### config.mk
export PLATFORM = sky130hd
export DESIGN_NAME = merge_wbuf
export DESIGN_NICKNAME = d
export VERILOG_FILES = /design/src/rtl/wbuf_pkg.sv /design/src/rtl/wbuf_cmp.sv /design/src/rtl/wbuf_pick.sv /design/src/rtl/wbuf_store.sv /design/src/rtl/wbuf_fwd.sv /design/src/rtl/merge_wbuf.sv
export SDC_FILE = /design/constraint.sdc
export NUM_CORES = 1
export LEC_CHECK = 0
export ABC_CLOCK_PERIOD_IN_PS = 7200
export BUFFER_PORTS_ARGS = -buffer_cell sky130_fd_sc_hd__buf_2
export CORE_UTILIZATION = 55
export CTS_CLUSTER_SIZE = 40
export DETAILED_ROUTE_END_ITERATION = 10
export PLACE_DENSITY = 0.74
export SLEW_MARGIN = 20
export SYNTH_ARGS = -nofsm -noshare
export SYNTH_HDL_FRONTEND = slang
export SYNTH_SLANG_ARGS = --single-unit
export TNS_END_PERCENT = 50
### constraint.sdc
create_clock -name clk_i -period 7.2 [get_ports clk_i]
set_input_delay 1.44 -clock clk_i [delete_from_list [all_inputs] [get_ports clk_i]]
set_output_delay 1.44 -clock clk_i [all_outputs]
set_load 0.01 [all_outputs]
### src/rtl/wbuf_pkg.sv
package wbuf_pkg;
  typedef enum logic [1:0] {
    LK_CLEAR = 2'd0,
    LK_FWD   = 2'd1,
    LK_WAIT  = 2'd2
  } lk_e;
endpackage

### src/rtl/wbuf_cmp.sv
module wbuf_cmp #(
  parameter int DEPTH = 4,
  parameter int BLK_W = 14
) (
  input  logic [DEPTH-1:0]       occ_i,
  input  logic [DEPTH*BLK_W-1:0] blk_i,
  input  logic [BLK_W-1:0]       key_i,
  output logic [DEPTH-1:0]       hit_o
);
  for (genvar i = 0; i < DEPTH; i++) begin : g_cmp
    assign hit_o[i] = occ_i[i] && (blk_i[i*BLK_W +: BLK_W] == key_i);
  end
endmodule

### src/rtl/wbuf_pick.sv
// Picks the youngest requesting slot of a circular queue whose oldest slot is head_i.
module wbuf_pick #(
  parameter int DEPTH = 4,
  parameter int PTR_W = 2
) (
  input  logic [DEPTH-1:0] req_i,
  input  logic [PTR_W-1:0] head_i,
  output logic             found_o,
  output logic [PTR_W-1:0] idx_o
);
  logic [PTR_W-1:0] slot;

  always_comb begin
    found_o = 1'b0;
    idx_o   = head_i;
    slot    = head_i;
    for (int k = 0; k < DEPTH; k++) begin
      slot = head_i + PTR_W'(k);
      if (req_i[slot]) begin
        found_o = 1'b1;
        idx_o   = slot;
      end
    end
  end
endmodule

### src/rtl/wbuf_store.sv
module wbuf_store #(
  parameter int DEPTH  = 4,
  parameter int WORDS  = 4,
  parameter int DATA_W = 32,
  parameter int BLK_W  = 14,
  parameter int OFS_W  = 2,
  parameter int PTR_W  = 2,
  parameter int CNT_W  = 3
) (
  input  logic                          clk_i,
  input  logic                          rst_ni,
  input  logic                          wr_fire_i,
  input  logic                          merge_i,
  input  logic [PTR_W-1:0]              merge_idx_i,
  input  logic [BLK_W-1:0]              wr_blk_i,
  input  logic [OFS_W-1:0]              wr_ofs_i,
  input  logic [DATA_W-1:0]             wr_data_i,
  input  logic                          pop_i,
  output logic [DEPTH-1:0]              occ_o,
  output logic [DEPTH*BLK_W-1:0]        blk_o,
  output logic [DEPTH*WORDS*DATA_W-1:0] data_o,
  output logic [DEPTH*WORDS-1:0]        mask_o,
  output logic [PTR_W-1:0]              head_o,
  output logic [CNT_W-1:0]              count_o
);
  localparam int LINE_W = WORDS * DATA_W;

  logic [BLK_W-1:0]  blk_q  [DEPTH];
  logic [LINE_W-1:0] data_q [DEPTH];
  logic [WORDS-1:0]  mask_q [DEPTH];
  logic [DEPTH-1:0]  occ_q;
  logic [PTR_W-1:0]  head_q, tail_q;
  logic [CNT_W-1:0]  count_q;

  logic [LINE_W-1:0] new_line;
  logic [WORDS-1:0]  new_mask;
  logic              alloc;

  assign alloc = wr_fire_i && !merge_i;

  always_comb begin
    new_line = '0;
    new_line[int'(wr_ofs_i)*DATA_W +: DATA_W] = wr_data_i;
    new_mask = '0;
    new_mask[wr_ofs_i] = 1'b1;
  end

  always_ff @(posedge clk_i or negedge rst_ni) begin
    if (!rst_ni) begin
      for (int i = 0; i < DEPTH; i++) begin
        blk_q[i]  <= '0;
        data_q[i] <= '0;
        mask_q[i] <= '0;
      end
      occ_q   <= '0;
      head_q  <= '0;
      tail_q  <= '0;
      count_q <= '0;
    end else begin
      if (wr_fire_i && merge_i) begin
        data_q[merge_idx_i][int'(wr_ofs_i)*DATA_W +: DATA_W] <= wr_data_i;
        mask_q[merge_idx_i][wr_ofs_i] <= 1'b1;
      end
      if (alloc) begin
        blk_q[tail_q]  <= wr_blk_i;
        data_q[tail_q] <= new_line;
        mask_q[tail_q] <= new_mask;
        occ_q[tail_q]  <= 1'b1;
        tail_q         <= tail_q + 1'b1;
      end
      if (pop_i) begin
        occ_q[head_q] <= 1'b0;
        head_q        <= head_q + 1'b1;
      end
      count_q <= count_q + CNT_W'(alloc) - CNT_W'(pop_i);
    end
  end

  for (genvar i = 0; i < DEPTH; i++) begin : g_flat
    assign blk_o[i*BLK_W +: BLK_W]    = blk_q[i];
    assign data_o[i*LINE_W +: LINE_W] = data_q[i];
    assign mask_o[i*WORDS +: WORDS]   = mask_q[i];

    assert_live_mask_R3: assert property (@(posedge clk_i) disable iff (!rst_ni)
      occ_q[i] |-> (mask_q[i] != '0));
  end

  assign occ_o   = occ_q;
  assign head_o  = head_q;
  assign count_o = count_q;

  assert_occ_count_R5: assert property (@(posedge clk_i) disable iff (!rst_ni)
    $countones(occ_q) == int'(count_q));
  assert_no_overflow_R6: assert property (@(posedge clk_i) disable iff (!rst_ni)
    int'(count_q) <= DEPTH);
endmodule

### src/rtl/wbuf_fwd.sv
module wbuf_fwd
  import wbuf_pkg::*;
#(
  parameter int DEPTH  = 4,
  parameter int WORDS  = 4,
  parameter int DATA_W = 32,
  parameter int OFS_W  = 2,
  parameter int PTR_W  = 2
) (
  input  logic                          clk_i,
  input  logic                          rst_ni,
  input  logic                          req_i,
  input  logic [DEPTH-1:0]              blk_hit_i,
  input  logic [DEPTH*WORDS-1:0]        mask_i,
  input  logic [DEPTH*WORDS*DATA_W-1:0] data_i,
  input  logic [PTR_W-1:0]              head_i,
  input  logic [OFS_W-1:0]              ofs_i,
  output logic                          hit_o,
  output logic                          wait_o,
  output logic [DATA_W-1:0]             data_o
);
  logic [DEPTH-1:0] word_hit;
  logic             found;
  logic [PTR_W-1:0] idx;
  lk_e              st;

  for (genvar i = 0; i < DEPTH; i++) begin : g_word
    assign word_hit[i] = blk_hit_i[i] && mask_i[i*WORDS + int'(ofs_i)];
  end

  wbuf_pick #(.DEPTH(DEPTH), .PTR_W(PTR_W)) u_pick (
    .req_i   (word_hit),
    .head_i  (head_i),
    .found_o (found),
    .idx_o   (idx)
  );

  always_comb begin
    if (!req_i)          st = LK_CLEAR;
    else if (found)      st = LK_FWD;
    else if (|blk_hit_i) st = LK_WAIT;
    else                 st = LK_CLEAR;
  end

  assign hit_o  = (st == LK_FWD);
  assign wait_o = (st == LK_WAIT);
  assign data_o = hit_o ? data_i[(int'(idx)*WORDS + int'(ofs_i))*DATA_W +: DATA_W] : '0;

  assert_fwd_excl_R7: assert property (@(posedge clk_i) disable iff (!rst_ni)
    $onehot0({hit_o, wait_o}));
  assert_idle_quiet_R9: assert property (@(posedge clk_i) disable iff (!rst_ni)
    !req_i |-> !(hit_o || wait_o));
endmodule

### src/rtl/merge_wbuf.sv
module merge_wbuf #(
  parameter int ADDR_W = 16,
  parameter int DATA_W = 32,
  parameter int WORDS  = 4,
  parameter int DEPTH  = 4
) (
  input  logic                                clk_i,
  input  logic                                rst_ni,
  input  logic                                wr_valid_i,
  output logic                                wr_ready_o,
  input  logic [ADDR_W-1:0]                   wr_addr_i,
  input  logic [DATA_W-1:0]                   wr_data_i,
  input  logic                                rd_req_i,
  input  logic [ADDR_W-1:0]                   rd_addr_i,
  output logic                                rd_hit_o,
  output logic [DATA_W-1:0]                   rd_data_o,
  output logic                                rd_wait_o,
  output logic                                mem_valid_o,
  input  logic                                mem_ready_i,
  output logic [ADDR_W-$clog2(WORDS)-1:0]     mem_blk_o,
  output logic [WORDS*DATA_W-1:0]             mem_data_o,
  output logic [WORDS-1:0]                    mem_mask_o
);
  localparam int OFS_W  = $clog2(WORDS);
  localparam int BLK_W  = ADDR_W - OFS_W;
  localparam int PTR_W  = $clog2(DEPTH);
  localparam int CNT_W  = $clog2(DEPTH + 1);
  localparam int LINE_W = WORDS * DATA_W;

  logic [DEPTH-1:0]              occ;
  logic [DEPTH*BLK_W-1:0]        blk_flat;
  logic [DEPTH*LINE_W-1:0]       data_flat;
  logic [DEPTH*WORDS-1:0]        mask_flat;
  logic [PTR_W-1:0]              head;
  logic [CNT_W-1:0]              count;

  logic [BLK_W-1:0] wr_blk, rd_blk;
  logic [OFS_W-1:0] wr_ofs, rd_ofs;
  logic [DEPTH-1:0] w_hit, r_hit;
  logic             w_found, merge, full, wr_fire, pop;
  logic [PTR_W-1:0] w_idx;

  assign wr_blk = wr_addr_i[ADDR_W-1:OFS_W];
  assign wr_ofs = wr_addr_i[OFS_W-1:0];
  assign rd_blk = rd_addr_i[ADDR_W-1:OFS_W];
  assign rd_ofs = rd_addr_i[OFS_W-1:0];

  wbuf_cmp #(.DEPTH(DEPTH), .BLK_W(BLK_W)) u_wcmp (
    .occ_i (occ), .blk_i (blk_flat), .key_i (wr_blk), .hit_o (w_hit)
  );

  wbuf_cmp #(.DEPTH(DEPTH), .BLK_W(BLK_W)) u_rcmp (
    .occ_i (occ), .blk_i (blk_flat), .key_i (rd_blk), .hit_o (r_hit)
  );

  // youngest entry of the block; the one at the memory port is frozen
  wbuf_pick #(.DEPTH(DEPTH), .PTR_W(PTR_W)) u_wpick (
    .req_i (w_hit), .head_i (head), .found_o (w_found), .idx_o (w_idx)
  );

  assign merge      = w_found && (w_idx != head);
  assign full       = (count == CNT_W'(DEPTH));
  assign wr_ready_o = merge || !full;
  assign wr_fire    = wr_valid_i && wr_ready_o;
  assign mem_valid_o = (count != '0);
  assign pop        = mem_valid_o && mem_ready_i;

  wbuf_store #(
    .DEPTH(DEPTH), .WORDS(WORDS), .DATA_W(DATA_W), .BLK_W(BLK_W),
    .OFS_W(OFS_W), .PTR_W(PTR_W), .CNT_W(CNT_W)
  ) u_store (
    .clk_i       (clk_i),
    .rst_ni      (rst_ni),
    .wr_fire_i   (wr_fire),
    .merge_i     (merge),
    .merge_idx_i (w_idx),
    .wr_blk_i    (wr_blk),
    .wr_ofs_i    (wr_ofs),
    .wr_data_i   (wr_data_i),
    .pop_i       (pop),
    .occ_o       (occ),
    .blk_o       (blk_flat),
    .data_o      (data_flat),
    .mask_o      (mask_flat),
    .head_o      (head),
    .count_o     (count)
  );

  wbuf_fwd #(
    .DEPTH(DEPTH), .WORDS(WORDS), .DATA_W(DATA_W), .OFS_W(OFS_W), .PTR_W(PTR_W)
  ) u_fwd (
    .clk_i     (clk_i),
    .rst_ni    (rst_ni),
    .req_i     (rd_req_i),
    .blk_hit_i (r_hit),
    .mask_i    (mask_flat),
    .data_i    (data_flat),
    .head_i    (head),
    .ofs_i     (rd_ofs),
    .hit_o     (rd_hit_o),
    .wait_o    (rd_wait_o),
    .data_o    (rd_data_o)
  );

  assign mem_blk_o  = blk_flat[int'(head)*BLK_W +: BLK_W];
  assign mem_data_o = data_flat[int'(head)*LINE_W +: LINE_W];
  assign mem_mask_o = mask_flat[int'(head)*WORDS +: WORDS];

  assert_stall_full_R6: assert property (@(posedge clk_i) disable iff (!rst_ni)
    (wr_valid_i && !wr_ready_o) |-> (int'(count) == DEPTH));
  assert_head_hold_R4: assert property (@(posedge clk_i) disable iff (!rst_ni)
    (mem_valid_o && !mem_ready_i) |=>
      (mem_valid_o && $stable(mem_blk_o) && $stable(mem_data_o) && $stable(mem_mask_o)));
  assert_merge_no_alloc_R3: assert property (@(posedge clk_i) disable iff (!rst_ni)
    (wr_fire && merge) |=> (count == $past(count) - CNT_W'($past(pop))));
  assert_take_shows_R2: assert property (@(posedge clk_i) disable iff (!rst_ni)
    wr_fire |=> mem_valid_o);
endmodule

==> out/qor.yml, run 1 <==
status: "finished clean"
wire_per_inst_um: 31.8
p_clk_share_pct: 26.7
grt_util_all_layers_pct: 39.0
post-route-min-period_ps: 6670
max_stage_delay_ps: 570
core_area_um2: 58900
ys_async_sr_fraction_pct: 100
final_common_cell: "dfrtp_1"
relSlewSlack_pct: 19.6
clock-sinks: 595
tightest_slew_ps: 1210
die-height_um: 246
totalWireLength_mm: 117
crit_chain: "buf_2 > xnor2_1 > nand4_1 > nor4_1 > nand2_1 > mux2_2 > a32o_1 > a211o_1 > or2_2 > buf_4 > o22ai_1 > buf_2"
fill_cells: 4409
cts_setup_buffers: 0
ys_types: 67
min_path_cells: 1
area_growth_pct: 12.4
drc: 0
place_inst: 3539
power_density_nw_per_um2: 376
drive_above_1_share_pct: 27.4
dieArea_um2: 60500
crit_top_cell: "buf_2"
cts_tree: "done"
placementRows: 89
dp_hpwl_mm: 70.5
ant_nets: 0
h-tree-depth: 3
p_sw_share_pct: 40.0
grt_pass1_vias: 27100
antenna_found_initial: 7
synth_edf_count: 0
nets: 2920
synth_area_leader_cell: "dfrtp_1"
hold_viol: 0
ys_ff_latch: 595
p_leak_nw: 15.9
ctsResizeCount: 0
path_max_fanout: 19
arrival_ps: 5230
path_clk_slew_ps: 60
crit_path_end_kind: "output pin"
combinationalPowerShare_pct: 37.5
yosys_warnings: 0
gp_congestion: 0.964
syn-cell-area_um2: 32700
multiInputGateArea_um2: 16600
fmax_mhz: 150
die_x_um: 246
dr.pass1.iters: 6
overflow: 0
clk_path_buf_depth: 3
intPower_mw: 8.30
rsz0062_at_grt: "false"
fin_cells: 3668
synth-seq-area-share_pct: 45.5
synthTopCellsByArea: "dfrtp_1, mux4_2, nand2_1, o2bb2ai_1, o22ai_1"
max-cap-violations: 0
avgSynthCellArea_um2: 12.0
clock_skew_ps: 23.6
drv_slew: 0
r2r_cells: 10
power_frac_seq_pct: 35.8
grt_pass1_wl_mm: 175
grt_max_degree: 165
crit_type: "primary input to output pin"
fin_crit_sh_pct: 92.6
worstPathRequired_ps: 5760
finalSetupTns_ps: 0
fin_hold_ws_ps: 509
io_buffers: 250
p_total_mw: 13.8
drt_iter0_markers: 3864
start_util_pct: 55.5
cts_hold_buf: 0
vdd_drop_max_mv: 0.371
power.switching_mw: 5.52
num_io_pins: 251
routed_via_density: 7.34
synth_cells: 2722
syn_nets: 2806
cp-start-kind: "primary input"
hp-class: "flop to flop"
clk_latency_ps: 630
final_cell_mix: "dfrtp_1, nand2_1, mux4_2"
synthFlopType: "dfrtp_1"
cts_buffers: 68
cts_root_buf: "clkbuf_16"
setup_viol: 0
yosys.area.top_type_share_pct: 45.5
slowest_stage: "or2_2"
vias: 26900
regArea_um2: 14900
[sequential cells by signal (all words and copies together) (netlist names)]
signal           cells
u_store.blk_o       56
u_store.count_o      3
u_store.data_o     512
u_store.head_o       2
u_store.mask_o      16
u_store.occ_o        4
u_store.tail_q       2
[synthesized netlist by cell type, drive strengths merged (2+ instances only)]
| cell type | count |
|---|---|
| nor4 | 26 |
| or4 | 5 |
| clkbuf | 126 |
| or4b | 3 |
| a32oi | 2 |
| mux2 | 80 |
| a211oi | 2 |
| a21o | 5 |
| o2bb2ai | 196 |
| nand2 | 498 |
| o22a | 5 |
| nand4 | 38 |
| o22ai | 245 |
| xor2 | 22 |
| and3 | 11 |
| o2bb2a | 4 |
| and4 | 9 |
| a31oi | 10 |
| a32o | 2 |
| a21oi | 37 |
| and2 | 38 |
| nor2 | 28 |
| o211ai | 5 |
| a31o | 3 |
| buf | 140 |
| nor3 | 8 |
| o21ai | 44 |
| o21a | 2 |
| nand3 | 41 |
| dfrtp | 595 |
| mux4 | 278 |
| or3 | 4 |
| xnor2 | 96 |
| inv | 21 |
| mux2i | 67 |
| ha | 14 |
| or2 | 3 |
[worst max-delay path, delay by kind of cell]
family | cells | cell delay (ps)
AOI/OAI and AO/OA | 3 | 960
and+or+nand+nor | 4 | 1500
buffers and inverters | 3 | 740
muxes | 1 | 330
xor gates and xnor gates | 1 | 230
[cell families (layout without fill, tap and decap cells)]
logic type                 Yosys count  in the layout  share of synthesized area (%)
adders and majority gates           15             15                          0.596
DFF                                595            595                           45.5
buffers and inverters              287            454                           4.18
and+or+nand+nor                    713            713                           9.74
xor gates and xnor gates           118            118                           3.18
muxes                              425            425                           24.3
other                                0              6                              0
AOI/OAI and AO/OA                  569            569                           12.5
[stage by stage]
| step | utilization, % | worst slack [ps] | cell area [µm²] |
|---|---|---|---|
| final | 62.5 | 530 | 36800 |
| after global routing | 62.4 | 379 | 36800 |
| after CTS | 62.4 | 693 | 36800 |
| after detailed placement | 58.4 | 651 | 34400 |
| after global placement | 58.4 | 686 | 34400 |
| after floorplan | - | 1860 | 32700 |
[per-layer routing]
layer | GRT usage, % | vias to the layer above | routed length [µm] | part of all wire [%]
met5 | 0 | - | 43 | 0.037
met1 | 51.4 | 13600 | 41000 | 35
met2 | 58.3 | 2199 | 53100 | 45
met4 | 21.1 | 6 | 7070 | 6.0
met3 | 11.6 | 481 | 15500 | 13
li1 | - | 10600 | - | -
[cell type report]
cell class                 instances  share of cell area, %
sequential                       595                   40.5
antenna                            6                 0.0408
tap                              773                   2.63
multi-input combinational       1840                   45.2
timing repair buffer             310                   5.00
clock inverter                    24                  0.911
clock buffer                      99                   5.53
inverter                          21                  0.214
[final timing paths]
kind | to | slack (ps) | from
worst max-delay path | rd_data_o[0] | 530 | rd_addr_i[13]
worst min-delay path | u_store.data_o[273]$_DFF_PN0_ | 510 | u_store.data_o[273]$_DFF_PN0_
worst max register to register | u_store.data_o[455]$_DFF_PN0_ | 1750 | u_store.head_o[0]$_DFFE_PN0P_
worst min register to register | u_store.data_o[273]$_DFF_PN0_ | 510 | u_store.data_o[273]$_DFF_PN0_
max in group asynchronous | u_store.tail_q[0]$_DFFE_PN0N_ | 4910 | rst_ni
min in group asynchronous | u_store.blk_o[34]$_DFFE_PN0P_ | 870 | rst_ni
[power by group through the flow]
stage               clock, mW  combinational [mW]  sequential, mW
global route             3.84                5.40            5.01
floorplan                   0                3.58            4.52
CTS                      3.69                5.07            4.90
detailed placement          0                5.05            4.95
finish                   3.69                5.18            4.94
global placement            0                4.97            4.91
No activity file was read; power rests on OpenSTA's default activity.
==> run 2: changes to the inputs <==
BUFFER_PORTS_ARGS = unset   (was -buffer_cell sky130_fd_sc_hd__buf_2)
CORE_UTILIZATION = 38   (was 55)
DONT_BUFFER_PORTS = 1   (was unset)
PLACE_DENSITY = unset   (was 0.74)
==> run 2 against run 1 <==
Effect of this change: sequential share of layout area is 0.86 points higher; critical endpoint is now rd_data_o[18]; routed wire length grew 6.5%; largest power group unchanged; global-route usage is 11 points lower; critical path depth shrank 3; design area down 2.1%; non-clock buffer count is 262 lower; first-iteration DRC count decreased by 28%; flip-flop and latch count unchanged; utilization is 20 points lower; fmax rose by 7.1%; critical path type unchanged; combinational power is 2% lower.
==> out/qor.yml, run 2 (same netlist as run 1, synthesis figures left out) <==
status: "finished clean"
cp-start-kind: "primary input"
relSlewSlack_pct: 19.1  # -0.48 points
routed_via_density: 6.73  # -8.3%
drc: 0  # unchanged
dieArea_um2: 87300  # +44%
io_buffers: 0  # -100%
power_frac_seq_pct: 35.5  # -0.3 points
clk_latency_ps: 640  # about the same
h-tree-depth: 3  # unchanged
gp_congestion: 0.915  # -5.1%
cts_tree: "done"
dp_hpwl_mm: 74.3  # +5.3%
slowest_stage: "nor4_1"
p_sw_share_pct: 40.6  # +0.60 points
cts_root_buf: "clkbuf_16"
tightest_slew_ps: 1210  # +5.84 ps
clock-sinks: 595  # unchanged
final_cell_mix: "dfrtp_1, nand2_1, mux4_2"
crit_path_end_kind: "output pin"
max_stage_delay_ps: 890  # +320 ps
hp-class: "flop to flop"
diodes: 0  # -6
r2r_slack_ps: 2250  # +500 ps
cts_hold_buf: 0  # unchanged
drive_above_1_share_pct: 20.4  # -7.0 points
intPower_mw: 8.14  # -1.9%
core_area_um2: 85300  # +45%
endpoint: "rd_data_o[18]"
combinationalPowerShare_pct: 37.1  # -0.4 points
fin_crit_sh_pct: 86.5  # -6.1 points
cts_setup_buffers: 0  # unchanged
ant_nets: 0  # unchanged
r2r_start: "u_store.head_o[1]$_DFFE_PN0P_"
totalWireLength_mm: 124  # +6.5%
final_common_cell: "dfrtp_1"
num_io_pins: 251  # unchanged
path_max_fanout: 38  # +19
largest_register_ffs: 512  # unchanged
ctsResizeCount: 0  # unchanged
path_clk_slew_ps: 60  # about the same
multiInputGateArea_um2: 16600  # about the same
grt_pass1_vias: 25800  # -4.8%
p_clk_share_pct: 27.4  # +0.7 points
fill_cells: 7825  # +77%
fin_util_pct: 42.2  # -20 points
grt_util_all_layers_pct: 28.4  # -11 points
clock_skew_ps: 20.6  # -3.01 ps
crit_top_cell: "nand3_1"
r2r_cells: 11  # +1
crit_chain: "xnor2_1 > nand3_1 > nor4_1 > nand2_1 > nand3_1 > and3_4 > buf_12 > mux2i_1 > o22ai_1"
power_density_nw_per_um2: 380  # +1.2%
p_leak_nw: 14.6  # -8.0%
finalSetupTns_ps: 0  # unchanged
clk_path_buf_depth: 3  # unchanged
worstSetupStartpoint: "rd_addr_i[15]"
drv_slew: 0  # unchanged
start_util_pct: 38.4  # -17 points
placementRows: 107  # +20%
fmax_mhz: 161  # +7.1%
grt_max_degree: 596  # +260%
worstPathRequired_ps: 5760  # about the same
fin_area_um2: 36000  # -2.1%
rsz0062_at_grt: "false"
wire_per_inst_um: 33.0  # +3.5%
nets: 2661  # -8.9%
regArea_um2: 14900  # unchanged
vias: 25400  # -5.7%
power.switching_mw: 5.56  # +0.57%
dr.pass1.iters: 7  # +1
setup_viol: 0  # unchanged
hold_viol: 0  # unchanged
vdd_drop_max_mv: 0.483  # +30%
drt_iter0_markers: 2768  # -28%
area_growth_pct: 10.1
die_x_um: 295  # +20%
rr_endpoint: "u_store.data_o[82]$_DFF_PN0_"
grt_pass1_wl_mm: 182  # +4.1%
placed_area_um2: 33500  # -2.7%
cts_buffers: 71  # +4.4%
crit_type: "primary input to output pin"
overflow: 0  # unchanged
max-cap-violations: 0  # unchanged
die-height_um: 295  # +20%
arrival_ps: 4790  # -440 ps
post-route-min-period_ps: 6230  # -441 ps
antenna_found_initial: 1  # -6
run 2: power by group through the flow:
stage | sequential (mW) | clock (mW) | combinational, mW
after CTS | 4.85 | 3.79 | 4.97
after floorplan | 4.52 | 0 | 3.58
after global routing | 4.94 | 3.93 | 5.30
after global placement | 4.86 | 0 | 4.87
after detailed placement | 4.89 | 0 | 4.96
final | 4.87 | 3.75 | 5.08
run 2: worst max-delay path: cells and delay by family:
kind,cells,cell delay [ps]
buffers and inverters,1,360
xor gates and xnor gates,1,160
AOI/OAI and AO/OA,1,200
muxes,1,460
and+or+nand+nor,5,2030
run 2: stage by stage:
stage / power [mW] / hold WS (ps) / setup WS [ps] / std cells
floorplan: 8.11 / 461 / 1860 / 2722
global placement: 9.73 / 489 / 1150 / 3644
detailed placement: 9.85 / 490 / 1070 / 3644
CTS: 13.6 / 507 / 1060 / 3771
global route: 14.2 / 516 / 809 / 3775
finish: 13.7 / 507 / 971 / 3775
run 2: worst min path at each step:
stage | from | to | slack (ps) | cells after the start
after floorplan | u_store.mask_o[10]$_DFF_PN0_ | u_store.mask_o[10]$_DFF_PN0_ | 460 | 2
after global placement | u_store.data_o[347]$_DFF_PN0_ | u_store.data_o[347]$_DFF_PN0_ | 490 | 1
after detailed placement | u_store.data_o[100]$_DFF_PN0_ | u_store.data_o[100]$_DFF_PN0_ | 490 | 1
after CTS | u_store.data_o[100]$_DFF_PN0_ | u_store.data_o[100]$_DFF_PN0_ | 510 | 1
after global routing | u_store.data_o[105]$_DFF_PN0_ | u_store.data_o[105]$_DFF_PN0_ | 520 | 1
final | u_store.data_o[100]$_DFF_PN0_ | u_store.data_o[100]$_DFF_PN0_ | 510 | 1
run 2: layer usage:
layer  up-vias  share of wire, %  global-route usage [%]
li1      10100                 -                       -
met1     13200                38                    36.8
met2      1696                47                    44.5
met3       378                10                    7.07
met4         2               5.2                    13.5
met5         -            0.0080                       0
run 2: final cells by class:
cell class              instances  share of cell area, %
clock buffers                 102                   5.75
clock inverters                25                   1.02
inverters                      21                  0.219
multi-input cells            1840                   46.2
flip-flops and latches        595                   41.3
well taps                    1144                   3.97
repair buffers                 48                   1.53
